[config.mk]
export PLATFORM = sky130hd
export DESIGN_NAME = icpt_subst_ctrl
export DESIGN_NICKNAME = d
export VERILOG_FILES = /design/src/rtl/icpt_pkg.sv /design/src/rtl/icpt_slot_capture.sv /design/src/rtl/icpt_qualifier.sv /design/src/rtl/icpt_pair_mux.sv /design/src/rtl/icpt_subst_ctrl.sv
export SDC_FILE = /design/constraint.sdc
export NUM_CORES = 1
export LEC_CHECK = 0
export CORE_MARGIN = 2
export CORE_UTILIZATION = 48
export DETAILED_ROUTE_END_ITERATION = 16
export PLACE_DENSITY = 0.9
export SYNTH_ARGS = -nofsm -noshare
export SYNTH_HDL_FRONTEND = slang
export SYNTH_SLANG_ARGS = --single-unit
[constraint.sdc]
create_clock -name clk -period 1.75 [get_ports clk]
set_input_delay 0.4375 -clock clk [delete_from_list [all_inputs] [get_ports clk]]
set_output_delay 0.4375 -clock clk [all_outputs]
set_load 0.01 [all_outputs]
[src/rtl/icpt_pkg.sv]
// Shared definitions for the intercept substitution controller.
// Assumes slot numbering starts at 0 with the control word in slot 0.
package icpt_pkg;
    // Pair index order; the slot map and status bits depend on it.
    typedef enum logic [2:0] {
        PAIR_CAPTURE  = 3'd0,
        PAIR_PLAYBACK = 3'd1,
        PAIR_SYNTH    = 3'd2,
        PAIR_AUX1     = 3'd3,
        PAIR_AUX0     = 3'd4
    } pair_e;

    // Right-sample slot of a pair; the left sample follows it.
    function automatic int unsigned right_slot(input int unsigned first, input int unsigned pair);
        return first + 2 * pair;
    endfunction
endpackage

[src/rtl/icpt_slot_capture.sv]
// Captures the control word valid flags and per-pair staging samples
// from received slots. Assumes frame_end never coincides with slot_wr.
module icpt_slot_capture #(
    parameter int unsigned NPAIR      = 5,
    parameter int unsigned DW         = 16,
    parameter int unsigned SLOT_W     = 4,
    parameter int unsigned CTRL_SLOT  = 0,
    parameter int unsigned FIRST_SLOT = 2,
    parameter int unsigned VLD_LSB    = 0
) (
    input  logic                  clk,
    input  logic                  rst_n,
    input  logic                  slot_wr,
    input  logic [SLOT_W-1:0]     slot_idx,
    input  logic [DW-1:0]         slot_data,
    input  logic                  frame_end,
    output logic [NPAIR-1:0]      vld,
    output logic [NPAIR*DW-1:0]   stage_l,
    output logic [NPAIR*DW-1:0]   stage_r
);
    import icpt_pkg::*;
    localparam logic [SLOT_W-1:0] CTRL_IDX = SLOT_W'(CTRL_SLOT);

    // Valid flags: loaded from the control word, cleared at frame end.
    always_ff @(posedge clk) begin
        if (!rst_n)
            vld <= '0;
        else if (frame_end)
            vld <= '0;
        else if (slot_wr && slot_idx == CTRL_IDX)
            vld <= slot_data[VLD_LSB +: NPAIR];
    end

    for (genvar k = 0; k < NPAIR; k++) begin : g_stage
        localparam logic [SLOT_W-1:0] R_IDX = SLOT_W'(right_slot(FIRST_SLOT, k));
        localparam logic [SLOT_W-1:0] L_IDX = SLOT_W'(right_slot(FIRST_SLOT, k) + 1);

        // Staging samples: latch the slot words belonging to pair k.
        always_ff @(posedge clk) begin
            if (!rst_n) begin
                stage_r[k*DW +: DW] <= '0;
                stage_l[k*DW +: DW] <= '0;
            end else if (slot_wr) begin
                if (slot_idx == R_IDX) stage_r[k*DW +: DW] <= slot_data;
                if (slot_idx == L_IDX) stage_l[k*DW +: DW] <= slot_data;
            end
        end
    end
endmodule

[src/rtl/icpt_qualifier.sv]
// Holds the previous frame's request flags and makes the per-pair
// accept decision at frame end. Assumes frame_end is a one-cycle pulse.
module icpt_qualifier #(
    parameter int unsigned NPAIR   = 5,
    parameter int unsigned STAT_W  = 16,
    parameter int unsigned REQ_LSB = 7
) (
    input  logic               clk,
    input  logic               rst_n,
    input  logic               frame_end,
    input  logic [NPAIR-1:0]   icpt_en,
    input  logic [NPAIR-1:0]   req_in,
    input  logic [NPAIR-1:0]   vld,
    output logic [NPAIR-1:0]   accept,
    output logic [NPAIR-1:0]   use_sub,
    output logic [NPAIR-1:0]   sub_strobe,
    output logic [STAT_W-1:0]  status_word
);
    logic [NPAIR-1:0] req_q;

    // Decision: all three qualifiers must hold for a pair.
    always_comb accept = icpt_en & req_q & vld;

    // Frame-end update of requests, strobes and the frame's select.
    always_ff @(posedge clk) begin
        if (!rst_n) begin
            req_q      <= '0;
            use_sub    <= '0;
            sub_strobe <= '0;
        end else if (frame_end) begin
            req_q      <= req_in;
            use_sub    <= accept;
            sub_strobe <= accept;
        end else begin
            sub_strobe <= '0;
        end
    end

    // Status word assembly: request flags at their reported positions.
    always_comb begin
        status_word = '0;
        status_word[REQ_LSB +: NPAIR] = req_q;
    end
endmodule

[src/rtl/icpt_pair_mux.sv]
// Holds accepted substitution samples per pair and selects them or the
// original samples. Assumes accept is only meaningful with frame_end.
module icpt_pair_mux #(
    parameter int unsigned NPAIR = 5,
    parameter int unsigned DW    = 16
) (
    input  logic                 clk,
    input  logic                 rst_n,
    input  logic                 frame_end,
    input  logic [NPAIR-1:0]     accept,
    input  logic [NPAIR-1:0]     use_sub,
    input  logic [NPAIR*DW-1:0]  stage_l,
    input  logic [NPAIR*DW-1:0]  stage_r,
    input  logic [NPAIR*DW-1:0]  orig_l,
    input  logic [NPAIR*DW-1:0]  orig_r,
    output logic [NPAIR*DW-1:0]  out_l,
    output logic [NPAIR*DW-1:0]  out_r
);
    logic [NPAIR*DW-1:0] hold_l, hold_r;

    for (genvar k = 0; k < NPAIR; k++) begin : g_pair
        // Hold registers: copy both staged samples of an accepted pair.
        always_ff @(posedge clk) begin
            if (!rst_n) begin
                hold_l[k*DW +: DW] <= '0;
                hold_r[k*DW +: DW] <= '0;
            end else if (frame_end && accept[k]) begin
                hold_l[k*DW +: DW] <= stage_l[k*DW +: DW];
                hold_r[k*DW +: DW] <= stage_r[k*DW +: DW];
            end
        end

        // Output select: one bit steers left and right together.
        always_comb begin
            out_l[k*DW +: DW] = use_sub[k] ? hold_l[k*DW +: DW] : orig_l[k*DW +: DW];
            out_r[k*DW +: DW] = use_sub[k] ? hold_r[k*DW +: DW] : orig_r[k*DW +: DW];
        end
    end
endmodule

[src/rtl/icpt_subst_ctrl.sv]
// Top of the intercept substitution controller: slot capture, frame-end
// qualification and per-pair output selection. Assumes slot and frame
// timing come from an external serial port block.
module icpt_subst_ctrl #(
    parameter int unsigned NPAIR      = 5,
    parameter int unsigned DW         = 16,
    parameter int unsigned SLOT_W     = 4,
    parameter int unsigned STAT_W     = 16,
    parameter int unsigned REQ_LSB    = 7,
    parameter int unsigned FIRST_SLOT = 2
) (
    input  logic                 clk,
    input  logic                 rst_n,
    input  logic                 slot_wr,
    input  logic [SLOT_W-1:0]    slot_idx,
    input  logic [DW-1:0]        slot_data,
    input  logic                 frame_end,
    input  logic [NPAIR-1:0]     icpt_en,
    input  logic [NPAIR-1:0]     req_in,
    input  logic [NPAIR*DW-1:0]  orig_l,
    input  logic [NPAIR*DW-1:0]  orig_r,
    output logic [NPAIR*DW-1:0]  out_l,
    output logic [NPAIR*DW-1:0]  out_r,
    output logic [NPAIR-1:0]     sub_strobe,
    output logic [STAT_W-1:0]    status_word
);
    logic [NPAIR-1:0]    vld, accept, use_sub;
    logic [NPAIR*DW-1:0] stage_l, stage_r;

    icpt_slot_capture #(
        .NPAIR(NPAIR), .DW(DW), .SLOT_W(SLOT_W),
        .CTRL_SLOT(0), .FIRST_SLOT(FIRST_SLOT), .VLD_LSB(0)
    ) u_capture (
        .clk(clk), .rst_n(rst_n), .slot_wr(slot_wr), .slot_idx(slot_idx),
        .slot_data(slot_data), .frame_end(frame_end),
        .vld(vld), .stage_l(stage_l), .stage_r(stage_r)
    );

    icpt_qualifier #(
        .NPAIR(NPAIR), .STAT_W(STAT_W), .REQ_LSB(REQ_LSB)
    ) u_qual (
        .clk(clk), .rst_n(rst_n), .frame_end(frame_end), .icpt_en(icpt_en),
        .req_in(req_in), .vld(vld), .accept(accept), .use_sub(use_sub),
        .sub_strobe(sub_strobe), .status_word(status_word)
    );

    icpt_pair_mux #(
        .NPAIR(NPAIR), .DW(DW)
    ) u_mux (
        .clk(clk), .rst_n(rst_n), .frame_end(frame_end), .accept(accept),
        .use_sub(use_sub), .stage_l(stage_l), .stage_r(stage_r),
        .orig_l(orig_l), .orig_r(orig_r), .out_l(out_l), .out_r(out_r)
    );
endmodule

### Word-level counts from Yosys, hierarchy flattened

Cells that the tools add are included.

| storage, ports and cells | value |
|---|---|
| input port bits | 194 |
| bits in registers | 340 |

| operators by class | value |
|---|---|
| reductions and logical operators | 19 |
| bitwise operators | 3 |
| equality and inequality tests | 10 |
| multiplexer cells | 10 |

Operators with widths:

| kind | count |
|---|---|
| $mux 16 | 10 |
| $reduce_and 2->1 | 11 |
| $eq 4x3->1 const B | 4 |
| $eq 4x4->1 const B | 4 |
| $and 5x5->5 | 2 |
| $eq 4x2->1 const B | 2 |
| $logic_and 1x1->1 | 6 |
| $logic_not 4->1 | 1 |
| $reduce_or 2->1 | 1 |
| $not 1->1 | 1 |

### Logic depth before layout (Yosys ltp)

| logic depth | value |
|---|---|
| depth after elaboration | 3 |
| gate-level depth with buffers | 6 |

### Modules after synthesis

From an unflattened synthesis, not the netlist that was laid out.

| second synthesis, totals | value |
|---|---|
| cell total of the unflattened synthesis | 1,551 |
| area total of the unflattened synthesis | 14,742.9 um^2 |

Modules (own cells, without submodules):

| module | area each (um^2) | cells an instance | times used | sequential area each (um^2) |
|---|---|---|---|---|
| icpt_pair_mux | 8,076.5 | 914 | 1 | 3,203.1 |
| icpt_slot_capture | 6,027.0 | 572 | 1 | 3,303.2 |
| icpt_qualifier | 639.4 | 65 | 1 | 300.3 |

### Worst setup path before layout

Ideal clock, no wire load.

| timing path | value |
|---|---|
| kind | register -> output |
| start | register u_qual.use_sub[0] |
| end | output port out_l[0] |
| stages on the path, launching flop included | 4 |
| data arrival time | 1.229 ns |
| slack | 0.084 ns |
| buffers on the path | 2 |
| cells stage by stage | dfxtp_1 > clkbuf_1 > clkbuf_1 > mux2_2 |

| between the ends | value |
|---|---|
| word-level cells in the longest chain between the ends | 1 |

Ends and longest elaborated chain:

| element | RTL line | text |
|---|---|---|
| start: declaration | icpt_qualifier.sv:15 | `output logic [NPAIR-1:0] use_sub,` |
| start signal: assignment | icpt_qualifier.sv:32 | `use_sub <= accept;` |
| $mux 16 | icpt_pair_mux.sv:35 | `out_l[k*DW +: DW] = use_sub[k] ? hold_l[k*DW +: DW] : orig_l[k*DW +: DW];` |
| end: declaration | icpt_subst_ctrl.sv:22 | `output logic [NPAIR*DW-1:0] out_l,` |

No other way between the ends.

### Final worst setup path

| timing path | value |
|---|---|
| start | register u_qual.use_sub[4] |
| end | output port out_r[75] |

| between the ends | value |
|---|---|
| word-level cells in the longest chain between the ends | 1 |

Ends and longest elaborated chain:

| element | RTL line | text |
|---|---|---|
| $mux 16 | icpt_pair_mux.sv:36 | `out_r[k*DW +: DW] = use_sub[k] ? hold_r[k*DW +: DW] : orig_r[k*DW +: DW];` |
| end: declaration | icpt_subst_ctrl.sv:23 | `output logic [NPAIR*DW-1:0] out_r,` |

No other way between the ends.

==> impl_metrics.tcl <==
set metrics [dict create \
    yosysWarningCount 0 \
    synth_enable_flop_cells 0 \
    routed_wl_um 51400 \
    setup_viol 160 \
    die_y_um 177 \
    p_int_mw 13.3 \
    swShare 0.225 \
    vias 13141 \
    netlist-cell-type-count 26 \
    synth_area_um2 14400 \
    grt_max_degree 50 \
    cts_made_buffers 35 \
    endpoint_kind "output pin" \
    critPathMaxFanout 7 \
    use_met3 0.0528 \
    worst_slack_ns -0.403 \
    ant_nets 0 \
    worst_pin_slew_ns 0.567 \
    ir_drop_mv 0.543 \
    place_inst 2233 \
    ys_ff_latch 340 \
    setup_tns_ns -44.01 \
    outcome "finished, violations left" \
    fin_skew_ns 0.0117 \
    p_clk_frac 0.433 \
    grt_pass1_wl_um 70500 \
    place_congestion 0.789 \
    grt.busiest_layer "met2" \
    avgViaCountPerCell 5.56 \
    layout.nets 2143 \
    cts_tree "done" \
    max_cap_violations 0 \
    fin_area_um2 21600 \
    dieArea_um2 31300 \
    power.density_nw_per_um2 794 \
    grtUsageTotal 0.288 \
    coreArea_um2 29600 \
    drc 0 \
    dp_hpwl_um 29400 \
    netlist.area_leader.share 0.474 \
    start_util 0.486 \
    synthCells 1510 \
    violations "negative setup slack" \
    io_pins 375 \
    rows 63 \
    pre_cts_ws_ns -0.381 \
    slew_viol_final 0 \
    min_period_over_period 1.23 \
    rsz0062_at_grt "yes" \
    timing.slew.headroom 0.621 \
    use_met2 0.525 \
    grtUsageMet1 0.324 \
    synthArstFlopShare 0 \
    gr-total-overflow 0 \
    pwr-share-comb 0.111 \
    fin_hold_ws_ns 0.310 \
    synth-seq-area-share 0.474 \
    htree_num_levels 2 \
    die_w_um 177 \
    clk_pin_slew_ns 0.06 \
    power.total_mw 17.2 \
    path_class "register to output pin" \
    fin_crit_ns 2.15 \
    port_buffers 363 \
    hold_viol 0 \
    synth_area_per_cell_um2 9.51 \
    dr.pass1.iters 6 \
    power_switching_mw 3.85 \
    seqPwrFrac 0.456 \
    drt_first_iter_violations 1025 \
    syn_to_final_growth_pct 50.5 \
    grt_pass1_vias 12983 \
    worstHoldPathType "input port to register" \
    fin_util 0.731 \
    max_freq_mhz 465 \
    drive_gt1_frac 0.274 \
    numClockSinks 340 \
    power.leakage_nw 8.64 \
    required_ns 1.31 \
    fillCellCount 1809 \
    cts_root_buf "clkbuf_16" \
    synth_top_cell_by_area "dfxtp_1" \
    crit_arrival_ns 1.72 \
    clk_path_buf_depth 3 \
    synth_ff_type "dfxtp_1" \
    cp-start-kind "register" \
    fin_cells 2365 \
    post_drt_wl_per_cell_um 21.7 \
    yosys-top-cells-area "dfxtp_1 47%, nand2_1 13%, mux2_2 13%" \
    clock_latency_ns 0.50 \
    place_area_um2 19000 \
    antenna_found_initial 3 \
]
-- final cells by class --
| type | count | area (um2) | area share |
|---|---|---|---|
| diodes | 2 | 5.00 | 0.000232 |
| flip-flops and latches | 340 | 6830 | 0.316 |
| well taps | 390 | 488 | 0.0226 |
| repair buffers | 516 | 5650 | 0.261 |
| clock inverters | 9 | 97.6 | 0.00451 |
| multi-input cells | 1056 | 7520 | 0.348 |
| clock buffers | 52 | 1030 | 0.0478 |
-- path summary, 6_finish.rpt --
path	depth (start not counted)	endpoint	startpoint	slack, ns
max	4	out_r[75]	u_qual.use_sub[4]	-0.40
min	2	u_mux.hold_r[79]	rst_n	0.31
max reg2reg	4	u_mux.hold_l[55]	u_capture.vld[3]	0.29
min reg2reg	2	u_capture.stage_r[31]	u_capture.stage_r[31]	0.46
-- critical path, cell delays in order, from the launching register on --
cell	delay (ns)
dfxtp_4	0.45
buf_12	0.16
buf_4	0.12
mux2_2	0.33
clkbuf_2	0.15
-- cell families after synthesis --
group,Yosys count,share of synthesized area
AO/OA/AOI/OAI,170,0.0893
buffers and inverters,124,0.0401
flip-flops,340,0.474
multiplexers,325,0.241
other,1,0.000261
AND/OR/NAND/NOR,550,0.156
-- cells in the mapped netlist (3+ instances only) --
cell,number
buf_1,3
nand4_1,10
buf_2,16
a21boi_0,165
dfxtp_1,340
nand2b_1,9
nor2b_1,6
mux2_2,160
buf_6,3
clkbuf_1,84
and2_1,5
o311ai_0,5
nand2_1,502
mux2i_1,165
and4_1,5
nor2_2,5
buf_4,18
-- timing repair --
| action | CTS | global route |
|---|---|---|
| hold endpoints to repair | 0 | 0 |
| gates cloned | 9 | 5 |
| setup buffers | 17 | 43 |
| setup endpoints to repair | 170 | 160 |
| hold buffers | 0 | 0 |
| pin swaps | 0 | 0 |
| gates resized for setup | 590 | 360 |
-- per-layer routing --
metal,wire (um),up-vias
met5,13,-
met4,2760,2
met3,3590,194
met2,26300,672
met1,18700,6375
li1,-,5898
-- registers in the layout, indices dropped and copies added, names as in the netlist --
name,flops
u_mux.hold_l,80
u_capture.vld,5
u_mux.hold_r,80
u_qual.sub_strobe,5
u_qual.use_sub,5
u_capture.stage_r,80
u_capture.stage_l,80
u_qual.req_q,5
-- power groups by stage --
stage	registers, mW	logic (mW)	clock network (mW)
final	7.82	1.91	7.42
after global routing	7.82	1.99	7.77
after CTS	7.82	1.72	7.40
after detailed placement	8.00	1.73	0
after global placement	8.00	1.70	0
after floorplan	7.99	0.632	0
-- cells in the final DEF, fill, tap and decap left out, types with 40 or more instances in the layout --
master | netlist | final
a21boi_0 | 165 | 165
buf_12 | 0 | 40
buf_4 | 18 | 73
buf_6 | 3 | 158
clkbuf_16 | 0 | 42
clkdlybuf4s50_1 | 0 | 192
dfxtp_1 | 340 | 334
mux2_4 | 0 | 134
mux2i_1 | 165 | 165
nand2_1 | 502 | 502
(Power assumes the default switching activity.)
